File: src/rtl/cfgbank_pkg.sv
package cfgbank_pkg;
  localparam int DW    = 32;
  localparam int LANES = DW / 8;

  function automatic logic [DW-1:0] lane_expand(input logic [LANES-1:0] be);
    logic [DW-1:0] m;
    for (int k = 0; k < LANES; k++) m[8*k +: 8] = {8{be[k]}};
    return m;
  endfunction
endpackage

File: src/rtl/cfgbank_decode.sv
module cfgbank_decode
  import cfgbank_pkg::*;
#(
  parameter int NUM_REGS = 4,
  parameter int IDX_W    = 2,
  parameter int CFG_IDX  = 0
) (
  input  logic                 wr_i,
  input  logic                 rd_i,
  input  logic [IDX_W-1:0]     reg_idx_i,
  input  logic [LANES-1:0]     be_i,
  output logic [NUM_REGS-1:0]  wr_sel_o,
  output logic                 rd_ok_o,
  output logic [DW-1:0]        lane_mask_o
);
  logic in_rng, partial_cfg, acc_ok;

  assign in_rng      = int'(reg_idx_i) < NUM_REGS;
  // dword-only register drops partial accesses
  assign partial_cfg = (reg_idx_i == IDX_W'(CFG_IDX)) && (be_i != '1);
  assign acc_ok      = in_rng && !partial_cfg;
  assign rd_ok_o     = rd_i && acc_ok;
  assign lane_mask_o = lane_expand(be_i);

  for (genvar r = 0; r < NUM_REGS; r++) begin : g_sel
    assign wr_sel_o[r] = wr_i && acc_ok && (reg_idx_i == IDX_W'(r));
  end
endmodule

File: src/rtl/cfgbank_reg.sv
module cfgbank_reg
  import cfgbank_pkg::*;
#(
  parameter logic [DW-1:0] RST   = '0,
  parameter logic [DW-1:0] M_RO  = '0,
  parameter logic [DW-1:0] M_WO  = '0,
  parameter logic [DW-1:0] M_RW  = '0,
  parameter logic [DW-1:0] M_W1C = '0,
  parameter logic [DW-1:0] M_W1S = '0,
  parameter logic [DW-1:0] M_LCK = '0,
  parameter logic [DW-1:0] M_WOC = '0
) (
  input  logic          clk_i,
  input  logic          rst_ni,
  input  logic          wr_en_i,
  input  logic [DW-1:0] lane_mask_i,
  input  logic [DW-1:0] wdata_i,
  input  logic [DW-1:0] hw_val_i,
  input  logic [DW-1:0] hw_set_i,
  input  logic [DW-1:0] hw_clr_i,
  input  logic          lock_i,
  output logic [DW-1:0] rd_val_o,
  output logic [DW-1:0] evt_o
);
  localparam logic [DW-1:0] M_PLAIN = M_RW | M_LCK | M_WOC;
  localparam logic [DW-1:0] M_STORE = M_PLAIN | M_W1C | M_W1S;

  logic [DW-1:0] q, q_n, used, evt_q;
  logic [DW-1:0] wb, wr_plain, ones, d_plain, d_w1c, d_w1s;

  assign wb       = wr_en_i ? lane_mask_i : '0;
  assign wr_plain = wb & (M_RW | (M_LCK & {DW{~lock_i}}) | (M_WOC & ~used));
  assign ones     = wb & wdata_i;

  assign d_plain = (q & ~wr_plain) | (wdata_i & wr_plain);
  // hardware set beats host clear
  assign d_w1c   = (q & ~ones) | hw_set_i;
  // host set beats hardware clear
  assign d_w1s   = (q | ones) & ~(hw_clr_i & ~ones);

  assign q_n = (d_plain & M_PLAIN) | (d_w1c & M_W1C) | (d_w1s & M_W1S);

  always_ff @(posedge clk_i or negedge rst_ni) begin
    if (!rst_ni) begin
      q     <= RST & M_STORE;
      used  <= '0;
      evt_q <= '0;
    end else begin
      q     <= q_n;
      used  <= used | (wb & M_WOC);
      evt_q <= ones & M_WO;
    end
  end

  assign rd_val_o = (q & M_STORE) | (hw_val_i & M_RO);
  assign evt_o    = evt_q;
endmodule

File: src/rtl/cfgbank_rdmux.sv
module cfgbank_rdmux
  import cfgbank_pkg::*;
#(
  parameter int NUM_REGS = 4,
  parameter int IDX_W    = 2
) (
  input  logic                         clk_i,
  input  logic                         rst_ni,
  input  logic                         rd_ok_i,
  input  logic [IDX_W-1:0]             reg_idx_i,
  input  logic [DW-1:0]                lane_mask_i,
  input  logic [NUM_REGS-1:0][DW-1:0]  rd_val_i,
  output logic [DW-1:0]                rdata_o
);
  logic [DW-1:0] sel, rdata_q;

  always_comb begin
    sel = '0;
    for (int r = 0; r < NUM_REGS; r++)
      if (reg_idx_i == IDX_W'(r)) sel = rd_val_i[r];
  end

  always_ff @(posedge clk_i or negedge rst_ni) begin
    if (!rst_ni)      rdata_q <= '0;
    else if (rd_ok_i) rdata_q <= sel & lane_mask_i;
    else              rdata_q <= '0;
  end

  assign rdata_o = rdata_q;
endmodule

File: src/rtl/cfgbank_top.sv
module cfgbank_top
  import cfgbank_pkg::*;
#(
  parameter int NUM_REGS = 4,
  parameter int CFG_IDX  = 0,
  parameter logic [NUM_REGS-1:0][DW-1:0] RST_VAL =
    {32'h0000_0055, 32'h1234_00A5, 32'h0000_0300, 32'h0000_0000},
  parameter logic [NUM_REGS-1:0][DW-1:0] M_RO =
    {32'h0000_FF00, 32'h0000_0000, 32'h0000_00FF, 32'h0000_0000},
  parameter logic [NUM_REGS-1:0][DW-1:0] M_WO =
    {32'h0000_0000, 32'h0000_0000, 32'hFF00_0000, 32'h0000_0000},
  parameter logic [NUM_REGS-1:0][DW-1:0] M_RW =
    {32'h0000_00FF, 32'h0000_0000, 32'h0000_0000, 32'hFFFF_FFFC},
  parameter logic [NUM_REGS-1:0][DW-1:0] M_W1C =
    {32'hF000_0000, 32'h0000_0000, 32'h0000_FF00, 32'h0000_0000},
  parameter logic [NUM_REGS-1:0][DW-1:0] M_W1S =
    {32'h0000_0000, 32'h0000_0000, 32'h00FF_0000, 32'h0000_0000},
  parameter logic [NUM_REGS-1:0][DW-1:0] M_LCK =
    {32'h0000_0000, 32'h0000_FFFF, 32'h0000_0000, 32'h0000_0000},
  parameter logic [NUM_REGS-1:0][DW-1:0] M_WOC =
    {32'h0000_0000, 32'hFFFF_0000, 32'h0000_0000, 32'h0000_0000},
  localparam int IDX_W = (NUM_REGS > 1) ? $clog2(NUM_REGS) : 1
) (
  input  logic                         clk_i,
  input  logic                         rst_ni,
  input  logic                         wr_i,
  input  logic                         rd_i,
  input  logic [IDX_W-1:0]             reg_idx_i,
  input  logic [LANES-1:0]             be_i,
  input  logic [DW-1:0]                wdata_i,
  output logic [DW-1:0]                rdata_o,
  input  logic [NUM_REGS-1:0][DW-1:0]  hw_val_i,
  input  logic [NUM_REGS-1:0][DW-1:0]  hw_set_i,
  input  logic [NUM_REGS-1:0][DW-1:0]  hw_clr_i,
  input  logic [NUM_REGS-1:0]          lock_i,
  output logic [NUM_REGS-1:0][DW-1:0]  evt_o
);
  logic [NUM_REGS-1:0]         wr_sel;
  logic                        rd_ok;
  logic [DW-1:0]               lane_mask;
  logic [NUM_REGS-1:0][DW-1:0] rd_val;

  cfgbank_decode #(
    .NUM_REGS(NUM_REGS), .IDX_W(IDX_W), .CFG_IDX(CFG_IDX)
  ) u_decode (
    .wr_i(wr_i), .rd_i(rd_i), .reg_idx_i(reg_idx_i), .be_i(be_i),
    .wr_sel_o(wr_sel), .rd_ok_o(rd_ok), .lane_mask_o(lane_mask)
  );

  for (genvar r = 0; r < NUM_REGS; r++) begin : g_reg
    cfgbank_reg #(
      .RST(RST_VAL[r]), .M_RO(M_RO[r]), .M_WO(M_WO[r]), .M_RW(M_RW[r]),
      .M_W1C(M_W1C[r]), .M_W1S(M_W1S[r]), .M_LCK(M_LCK[r]), .M_WOC(M_WOC[r])
    ) u_reg (
      .clk_i(clk_i), .rst_ni(rst_ni), .wr_en_i(wr_sel[r]),
      .lane_mask_i(lane_mask), .wdata_i(wdata_i),
      .hw_val_i(hw_val_i[r]), .hw_set_i(hw_set_i[r]), .hw_clr_i(hw_clr_i[r]),
      .lock_i(lock_i[r]), .rd_val_o(rd_val[r]), .evt_o(evt_o[r])
    );
  end

  cfgbank_rdmux #(.NUM_REGS(NUM_REGS), .IDX_W(IDX_W)) u_rdmux (
    .clk_i(clk_i), .rst_ni(rst_ni), .rd_ok_i(rd_ok), .reg_idx_i(reg_idx_i),
    .lane_mask_i(lane_mask), .rd_val_i(rd_val), .rdata_o(rdata_o)
  );
endmodule

File: config.mk
export PLATFORM = sky130hd
export DESIGN_NAME = cfgbank_top
export DESIGN_NICKNAME = d
export VERILOG_FILES = /design/src/rtl/cfgbank_pkg.sv /design/src/rtl/cfgbank_decode.sv /design/src/rtl/cfgbank_reg.sv /design/src/rtl/cfgbank_rdmux.sv /design/src/rtl/cfgbank_top.sv
export SDC_FILE = /design/constraint.sdc
export NUM_CORES = 1
export LEC_CHECK = 0
export BUFFER_PORTS_ARGS = -buffer_cell sky130_fd_sc_hd__buf_2
export CORE_AREA = 5 5 227 229
export DETAILED_ROUTE_END_ITERATION = 7
export DIE_AREA = 0 0 232 234
export GPL_TIMING_DRIVEN = 0
export PLACE_DENSITY = 0.37
export SLEW_MARGIN = 10
export SYNTH_ARGS = -nofsm -noshare
export SYNTH_HDL_FRONTEND = slang
export SYNTH_SLANG_ARGS = --single-unit
File: constraint.sdc
create_clock -name clk_i -period 1.7 [get_ports clk_i]
set_clock_uncertainty 0.15 [all_clocks]
set_input_delay 0.425 -clock clk_i [delete_from_list [all_inputs] [get_ports clk_i]]
set_output_delay 0.425 -clock clk_i [all_outputs]
set_load 0.01 [all_outputs]
After elaboration in Yosys (flattened, before gate mapping)
Index checks and enable logic that the tools add are counted.
- bits in registers: 190
- latch bits: 0
- bits in writable memories: 0
- memory bits (read-only): 0
- input port bits: 430
- output and inout bits: 160
- memories: 0
- add/sub/neg operators: 0
- $mul: 0
- divide/modulo/power cells: 0
- order comparisons: 0
- equality and inequality tests: 4
- shift-type cells: 0
- multiplexer cells: 9
- bitwise gates (word level): 34
- reductions and logical operators: 9
- operators with widths (cell ; count):
    AND 32 bit ; 9
    2-to-1 mux 32 bit ; 9
    NOT 32 bit ; 4
    bitwise OR 32 bit ; 4
    AND 24 bit ; 2
    NOT 24 bit ; 2
    bitwise OR 16 x 32 -> 32 bit ; 1
    bitwise OR 32 x 16 -> 32 bit ; 1
    bitwise OR 8 x 32 -> 32 bit ; 1
    bitwise OR 16 x 24 -> 24 bit ; 1
    bitwise OR 24 bit ; 1
    bitwise OR 24 x 8 -> 24 bit ; 1
    AND 16 bit ; 1
    AND 8 bit ; 2
    bitwise OR 16 bit ; 1
    NOT 8 bit ; 1
    bitwise OR 8 bit ; 1
    logical AND 1 bit ; 7
    == test 2 bit (second input constant) ; 2
    != test 4 bit (second input constant) ; 1
    == test 2 x 1 -> 1 bit (second input constant) ; 1
    zero test 2 bit ; 1
    zero test 1 bit ; 1
    NOT 1 bit ; 1

Depth between registers and ports, before layout
Gate-level depths: netlist (run 1).
- word-level depth: 12
- mapped depth: 6
- mapped depth without buffers: 3

By module
Synthesis (run 1) repeated with hierarchy kept, for this count alone.
- cells, all modules: 645
- area, all modules: 8030.2 um^2
- by module, submodules not included (module ; instances ; cells each ; area each (um^2) ; sequential area each (um^2)):
    cfgbank_reg at g_reg[2].u_reg ; 1 ; 167 ; 2214.6 ; 1212.4
    cfgbank_rdmux ; 1 ; 106 ; 1826.8 ; 800.8
    cfgbank_reg at g_reg[0].u_reg ; 1 ; 128 ; 1606.5 ; 750.7
    cfgbank_reg at g_reg[1].u_reg ; 1 ; 115 ; 1186.1 ; 603.1
    cfgbank_reg at g_reg[3].u_reg ; 1 ; 90 ; 903.4 ; 305.3
    cfgbank_decode ; 1 ; 39 ; 292.8 ; 0.0

Worst setup path after synthesis (run 1)
No wires, ideal clock.
- path type: input -> register
- start point: in reg_idx_i[0]
- end point: reg (tool-made name)
- setup time: 0.125 ns
- arrival time: 1.492 ns
- setup slack: -0.067 ns
- cell stages on the path: 5
- buffers on the path: 2
- cells stage by stage: buf_6 nand4b_1 clkbuf_1 nor2_1 mux2_2
- RTL lines (element ; line ; source):
    from (decl) ; cfgbank_top.sv:28 ; input logic [IDX_W-1:0] reg_idx_i,

Worst setup path after layout (run 1)
- start point: in be_i[0]
- end point: reg u_rdmux.rdata_q[14], in the netlist u_rdmux.rdata_o[14]
- cells in the longest elaborated chain, start to end: 5
- ends and longest elaborated chain (element ; line ; source):
    from (decl) ; cfgbank_top.sv:29 ; input logic [LANES-1:0] be_i,
    != test 4 bit ; cfgbank_decode.sv:20 ; assign partial_cfg = (reg_idx_i == IDX_W'(CFG_IDX)) && (be_i != '1);
    logical AND 1 bit ; cfgbank_decode.sv:20 ;
    zero test 1 bit ; cfgbank_decode.sv:21 ; assign acc_ok = in_rng && !partial_cfg;
    logical AND 1 bit ; cfgbank_decode.sv:22 ; assign rd_ok_o = rd_i && acc_ok;
    2-to-1 mux 32 bit ; cfgbank_rdmux.sv:25 ; else if (rd_ok_i) rdata_q <= sel & lane_mask_i;
    to (signal assigned) ; cfgbank_rdmux.sv:25 ;
    to (decl) ; cfgbank_rdmux.sv:15 ; logic [DW-1:0] sel, rdata_q;
Every way passes these cells.

==> summary.json, run 1 <==
{
  "clkSlewWorstSetupHoldPaths_ns": 0.07,
  "drcViolationCount": 0,
  "cp_slowest_cell": "sky130_fd_sc_hd__o311ai_2",
  "place_hpwl_um": 15650,
  "finish.instance_area_um2": 9562,
  "dpl-instance-area_um2": 8877,
  "finalHoldViolCount": 0,
  "area_growth_pct": 38.17,
  "yosysMostFrequentCell": "sky130_fd_sc_hd__dfrtp_1",
  "final_cells": 1493,
  "r2r_start": "g_reg[1].u_reg.d_plain[13]",
  "finalSetupTns_ns": 0,
  "worst-r2r-setup-slack_ns": 0.39,
  "post_route_cells_drive_above_1_share_pct": 49.08,
  "rsz0062_at_grt": "no",
  "groute.usage.overall_pct": 7.470,
  "initial_antenna_violation_count": 16,
  "ctsLongestPathBuffers": 2,
  "hold_path_startpoint": "hw_set_i[47]",
  "power.ir.vdd_worst_mv": 0.5510,
  "synth_edf_count": 0,
  "port_buffers": 116,
  "syn-cell-area_um2": 6920,
  "leakage_dissipation_nw": 4.553,
  "vias_per_cell": 3.012,
  "io_pins": 590,
  "synth_cell_types": 33,
  "synth_top_area_share_pct": 47.37,
  "cts-buffers-inserted": 17,
  "timing.fmax_mhz": 619.0,
  "layout.core_utilization_pct": 19.34,
  "h_tree_depth": 4,
  "crit_path_from": "be_i[0]",
  "crit_path_cell_trace": "buf_2 > and4_2 > o311ai_2 > nor2b_1",
  "clock_sink_count": 146,
  "num_vias": 4497,
  "overall_die_area_um2": 54290,
  "power_density_nw_per_um2": 996.3,
  "asyncSetResetFlopFracSynth_pct": 100.0,
  "power_report.internal_total_mw": 7.056,
  "postSynthRegisterBits": 146,
  "grt_remaining_overflow": 0,
  "switching_share_pct": 25.93,
  "rows": 82,
  "pin_slew_with_the_least_headroom_to_its_limit_ns": 0.8371,
  "report.final.setup_viol": 0,
  "combPwrFrac_pct": 14.1,
  "synth_top_cells_by_count": "131 x sky130_fd_sc_hd__dfrtp_1, 123 x sky130_fd_sc_hd__buf_4, 74 x sky130_fd_sc_hd__mux2_2",
  "p_seq_share_pct": 43.0,
  "reg2reg_depth": 2,
  "routed_wire_length_per_instance_um": 13.87,
  "post_synth_main_area_contributors": "sky130_fd_sc_hd__dfrtp_1 47%, sky130_fd_sc_hd__buf_4 13%, sky130_fd_sc_hd__mux2_2 12%, sky130_fd_sc_hd__dfstp_2 5.7%, sky130_fd_sc_hd__mux4_2 4.6%",
  "first_global_vias": 4656,
  "synth-warning-count": 0,
  "outcome": "completed",
  "dp_cells": 1452,
  "dieHeight_um": 234,
  "timing.rr.end": "u_rdmux.rdata_o[13]",
  "power_switching_mw": 2.470,
  "cts_tree": "built",
  "drv_slew": 0,
  "clk-insertion-delay-late_ns": 0.42,
  "drv_cap": 0,
  "drt_pass1_iterations": 5,
  "data_arrival_time_of_the_worst_path_ns": 1.72,
  "yosys_most_used_dff": "sky130_fd_sc_hd__dfrtp_1",
  "worstHoldEndpoint": "g_reg[1].u_reg.d_plain[15]",
  "clock_tree.root_cell": "sky130_fd_sc_hd__clkbuf_16",
  "timing.hold.worst_path_depth": 2,
  "fin_crit_ns": 1.615,
  "drt_wl_total_um": 20710,
  "worst_hold_path_type": "input port to flop",
  "finalWeightedCongestion": 0.6908,
  "max_stage_delay_ns": 0.70,
  "endpoint_kind": "flop",
  "yosysSeqAreaShare_pct": 53.06,
  "crit_fanout": 8,
  "worstSetupStartpointType": "input port",
  "clockPowerShare_pct": 42.8,
  "first_iter_violations": 162,
  "coreArea_um2": 49450,
  "syn-instance-count": 544,
  "relSlewSlack_pct": 44.11,
  "finalNetCount": 1234,
  "worst_ep_required_time_ns": 1.81,
  "die-width_um": 232,
  "avgSynthCellArea_um2": 12.72,
  "start_util_pct": 13.99,
  "grt_pass1_wl_um": 30060,
  "grt_max_degree": 77,
  "timing.setup.critical_path_class": "input port to flop",
  "power_mw": 9.526,
  "detail-route-antenna-nets": 0,
  "yosysTopAreaCell": "sky130_fd_sc_hd__dfrtp_1",
  "post-route-period-util_pct": 95.03
}
critical path: cells and delay by family:
| kind | cells | cell delay [ns] |
|---|---|---|
| compound gates | 1 | 0.70 |
| buf+inv | 1 | 0.14 |
| simple gates | 2 | 0.46 |
logic make-up (layout without fill, tap and decap cells):
kind of cell	Yosys count	after routing	share of synthesized area (%)
buf+inv	148	302	15.44
flops	146	146	53.06
simple gates	107	107	8.172
mux	102	102	18.66
compound gates	40	40	4.611
other cells	1	124	0.05419
final cells by class:
cell class	count	area [um2]
timing repair buffer	122	660.6
buffer	139	1059
tap	672	840.8
fill	5460	39890
inverter	9	33.78
sequential	146	3672
clock inverter	14	192.7
antenna	4	10.01
multi-input combinational	369	2664
clock buffer	18	429.2
per-stage QoR:
| stage | setup WS [ns] | hold WS [ns] |
|---|---|---|
| after floorplan | -0.02252 | -0.02059 |
| after global placement | -2.429 | 0.2999 |
| after detailed placement | -0.5484 | 0.2788 |
| after CTS | 0.007480 | 0.006654 |
| after global routing | 0.01828 | 0.003950 |
| final | 0.08451 | 0.02640 |
how the worst max path moves through the flow:
| stage | cells after the start | slack, ns | to |
|---|---|---|---|
| final | 4 | 0.08 | u_rdmux.rdata_o[14] |
| after global routing | 3 | 0.02 | asynchronous set/reset pin |
| after detailed placement | 5 | -0.55 | u_rdmux.rdata_o[28] |
| after global placement | 1 | -2.43 | g_reg[1].u_reg.evt_o[26] |
| after CTS | 5 | 0.007 | flop |
| after floorplan | 5 | -0.02 | flop |
per-layer routing:
layer | vias to the layer above | share of wire (%) | GRT usage [%]
met1 | 2163 | 43 | 9.307
met2 | 146 | 47 | 12.11
li1 | 2137 | - | -
met3 | 31 | 8.7 | 3.269
met5 | - | 0.65 | 0
met4 | 20 | 0.72 | 1.551
what timing repair did:
| action | in CTS | in global routing |
|---|---|---|
| pin swaps | 0 | 2 |
| gates resized for setup | 2 | 0 |
| hold endpoints to repair | 60 | 0 |
| hold buffers | 2 | 0 |
| setup endpoints to repair | 11 | 4 |
| buffers inserted | 0 | 3 |
cells in the final DEF (no fill, tap or decap), types with 8 or more instances in the layout:
cell,Yosys,final
sky130_fd_sc_hd__a21o_1,12,12
sky130_fd_sc_hd__nand2b_1,16,16
sky130_fd_sc_hd__and2_1,8,8
sky130_fd_sc_hd__nor2_1,35,31
sky130_fd_sc_hd__conb_1,1,120
sky130_fd_sc_hd__mux2i_1,12,12
sky130_fd_sc_hd__mux2_2,74,72
sky130_fd_sc_hd__buf_2,5,120
sky130_fd_sc_hd__buf_4,123,126
sky130_fd_sc_hd__a2bb2oi_1,8,8
sky130_fd_sc_hd__nor2b_1,16,16
sky130_fd_sc_hd__o21ai_0,8,8
sky130_fd_sc_hd__nand2_1,22,22
sky130_fd_sc_hd__mux4_2,14,14
sky130_fd_sc_hd__dfstp_2,15,15
sky130_fd_sc_hd__dfrtp_1,131,131
sky130_fd_sc_hd__clkbuf_16,0,17
sky130_fd_sc_hd__inv_1,9,9
power groups by stage:
stage	clock, mW	combinational, mW	sequential [mW]
3_5_place_dp	0	1.35	4.17
2_1_floorplan	0	0.960	4.13
6_report	4.08	1.35	4.10
5_1_grt	4.40	1.50	4.15
4_1_cts	4.26	1.36	4.10
3_3_place_gp	0	1.33	4.16
Power figures use the tool's default switching activity.
==> run 2, diff against run 1 <==
--- a/config.mk
+++ b/config.mk
@@ -6,12 +6,15 @@
 export NUM_CORES = 1
 export LEC_CHECK = 0
 export BUFFER_PORTS_ARGS = -buffer_cell sky130_fd_sc_hd__buf_2
-export CORE_AREA = 5 5 227 229
+export CELL_PAD_IN_SITES_DETAIL_PLACEMENT = 1
+export CELL_PAD_IN_SITES_GLOBAL_PLACEMENT = 2
+export CORE_AREA = 5 5 223 225
 export DETAILED_ROUTE_END_ITERATION = 7
-export DIE_AREA = 0 0 232 234
+export DIE_AREA = 0 0 228 230
 export GPL_TIMING_DRIVEN = 0
-export PLACE_DENSITY = 0.37
+export PLACE_DENSITY = 0.59
 export SLEW_MARGIN = 10
 export SYNTH_ARGS = -nofsm -noshare
 export SYNTH_HDL_FRONTEND = slang
 export SYNTH_SLANG_ARGS = --single-unit
+export TNS_END_PERCENT = 20
==> summary.json, run 2 (synthesis results as in run 1) <==
{
  "timing.hold.worst_path_depth": 2,
  "grt_remaining_overflow": 0,
  "clock_sink_count": 146,
  "timing.setup.critical_path_class": "input port to flop",
  "dieHeight_um": 230,
  "ctsLongestPathBuffers": 2,
  "final_cells": 1436,
  "vias_per_cell": 3.149,
  "place_hpwl_um": 16480,
  "top_usage_layer": "met2",
  "finalNetCount": 1234,
  "use_met2_pct": 13.16,
  "outcome": "completed",
  "layout.cells.most_common": "sky130_fd_sc_hd__dfrtp_1",
  "final_cell_mix": "131 x sky130_fd_sc_hd__dfrtp_1, 123 x sky130_fd_sc_hd__buf_4, 120 x sky130_fd_sc_hd__conb_1",
  "dp_cells": 1395,
  "clk-insertion-delay-late_ns": 0.43,
  "drv_slew": 0,
  "reg2reg_depth": 2,
  "initial_antenna_violation_count": 13,
  "grt.met3_usage_pct": 3.824,
  "timing.fmax_mhz": 619.6,
  "start_util_pct": 14.62,
  "overall_die_area_um2": 52440,
  "coreArea_um2": 47350,
  "groute.usage.overall_pct": 8.155,
  "relSlewSlack_pct": 45.59,
  "grt_pass1_wl_um": 32210,
  "drt_wl_total_um": 21230,
  "num_vias": 4522,
  "clkSlewWorstSetupHoldPaths_ns": 0.07,
  "leakage_dissipation_nw": 4.531,
  "finalSetupTns_ns": 0,
  "worst-r2r-setup-slack_ns": 0.42,
  "drv_cap": 0,
  "area_growth_pct": 36.58,
  "io_pins": 590,
  "post-route-period-util_pct": 94.94,
  "layout.core_utilization_pct": 19.96,
  "post_route_cells_drive_above_1_share_pct": 48.59,
  "report.final.setup_viol": 0,
  "data_arrival_time_of_the_worst_path_ns": 1.73,
  "endpoint_kind": "flop",
  "gr-usage-met1_pct": 9.833,
  "power_density_nw_per_um2": 964.5,
  "worstSetupStartpointType": "input port",
  "grt_max_degree": 94,
  "die-width_um": 228,
  "port_buffers": 116,
  "crit_fanout": 8,
  "power.ir.vdd_worst_mv": 0.6262,
  "finalWeightedCongestion": 0.6841,
  "cts-buffers-inserted": 17,
  "h_tree_depth": 4,
  "worst_ep_required_time_ns": 1.82,
  "pin_slew_with_the_least_headroom_to_its_limit_ns": 0.8149,
  "drcViolationCount": 0,
  "clock_tree.root_cell": "sky130_fd_sc_hd__clkbuf_16",
  "cts_tree": "built",
  "first_iter_violations": 142,
  "rsz0062_at_grt": "no",
  "drt_pass1_iterations": 5,
  "worst_hold_path_type": "input port to flop",
  "finalHoldViolCount": 0,
  "first_global_vias": 5085,
  "rows": 80,
  "routed_wire_length_per_instance_um": 14.78,
  "fin_crit_ns": 1.614,
  "detail-route-antenna-nets": 0
}
## run 2: final cells by class
type | count | area, um2
well taps | 615 | 769.5
fillers | 5454 | 37890
flip-flops and latches | 146 | 3672
inverters | 9 | 33.78
multi-input cells | 369 | 2674
plain buffers | 139 | 1065
repair buffers | 122 | 668.1
clock buffers | 19 | 432.9
diodes | 4 | 10.01
clock inverters | 13 | 126.4
## run 2: worst max-delay path: stages
cell,delay (ns)
sky130_fd_sc_hd__buf_2,0.15
sky130_fd_sc_hd__and4_2,0.32
sky130_fd_sc_hd__o311ai_2,0.70
sky130_fd_sc_hd__nor2b_1,0.13
## run 2: repair_timing
| action | in CTS | in global routing |
|---|---|---|
| setup endpoints to repair | 2 | 7 |
| hold buffers | 4 | 1 |
| hold endpoints to repair | 54 | 1 |
| setup buffers | 0 | 0 |
| gates resized for setup | 2 | 4 |
| pin swaps | 0 | 1 |
## run 2: power by group
group          internal [mW]  total (mW)  switching, mW  leakage, nW
Combinational          0.766        1.36          0.596         2.48
Clock                   2.04        3.64           1.60        0.272
Sequential              3.92        4.11          0.186         1.78
Total                   6.73        9.12           2.39         4.53
## run 2: worst paths after layout
kind	startpoint	endpoint
setup / recovery	be_i[2]	u_rdmux.rdata_o[2]
hold / removal	hw_clr_i[51]	g_reg[1].u_reg.d_plain[19]
setup reg to reg	g_reg[1].u_reg.d_plain[11]	u_rdmux.rdata_o[11]
hold reg to reg	g_reg[2].u_reg.used[31]	g_reg[2].u_reg.used[31]
max in group asynchronous	rst_ni	asynchronous set/reset pin
min in group asynchronous	rst_ni	u_rdmux.rdata_o[27]
## run 2: per-layer routing
metal	routed length, um	vias to the layer above
li1	-	2133
met1	9029	2228
met2	10310	121
met3	1587	26
met4	229	14
met5	70	-
## run 2: per-stage QoR
stage	hold WS, ns	instance area [um2]	total power [mW]	setup slack (ns)
2_1_floorplan	-0.02059	7418	5.086	-0.02252
3_3_place_gp	0.2995	8768	5.476	-2.312
3_5_place_dp	0.2283	8806	5.529	-0.4986
4_1_cts	0.0009818	9425	9.288	0.01977
5_1_grt	0.003791	9449	9.632	0.02849
6_report	0.02371	9452	9.116	0.08607
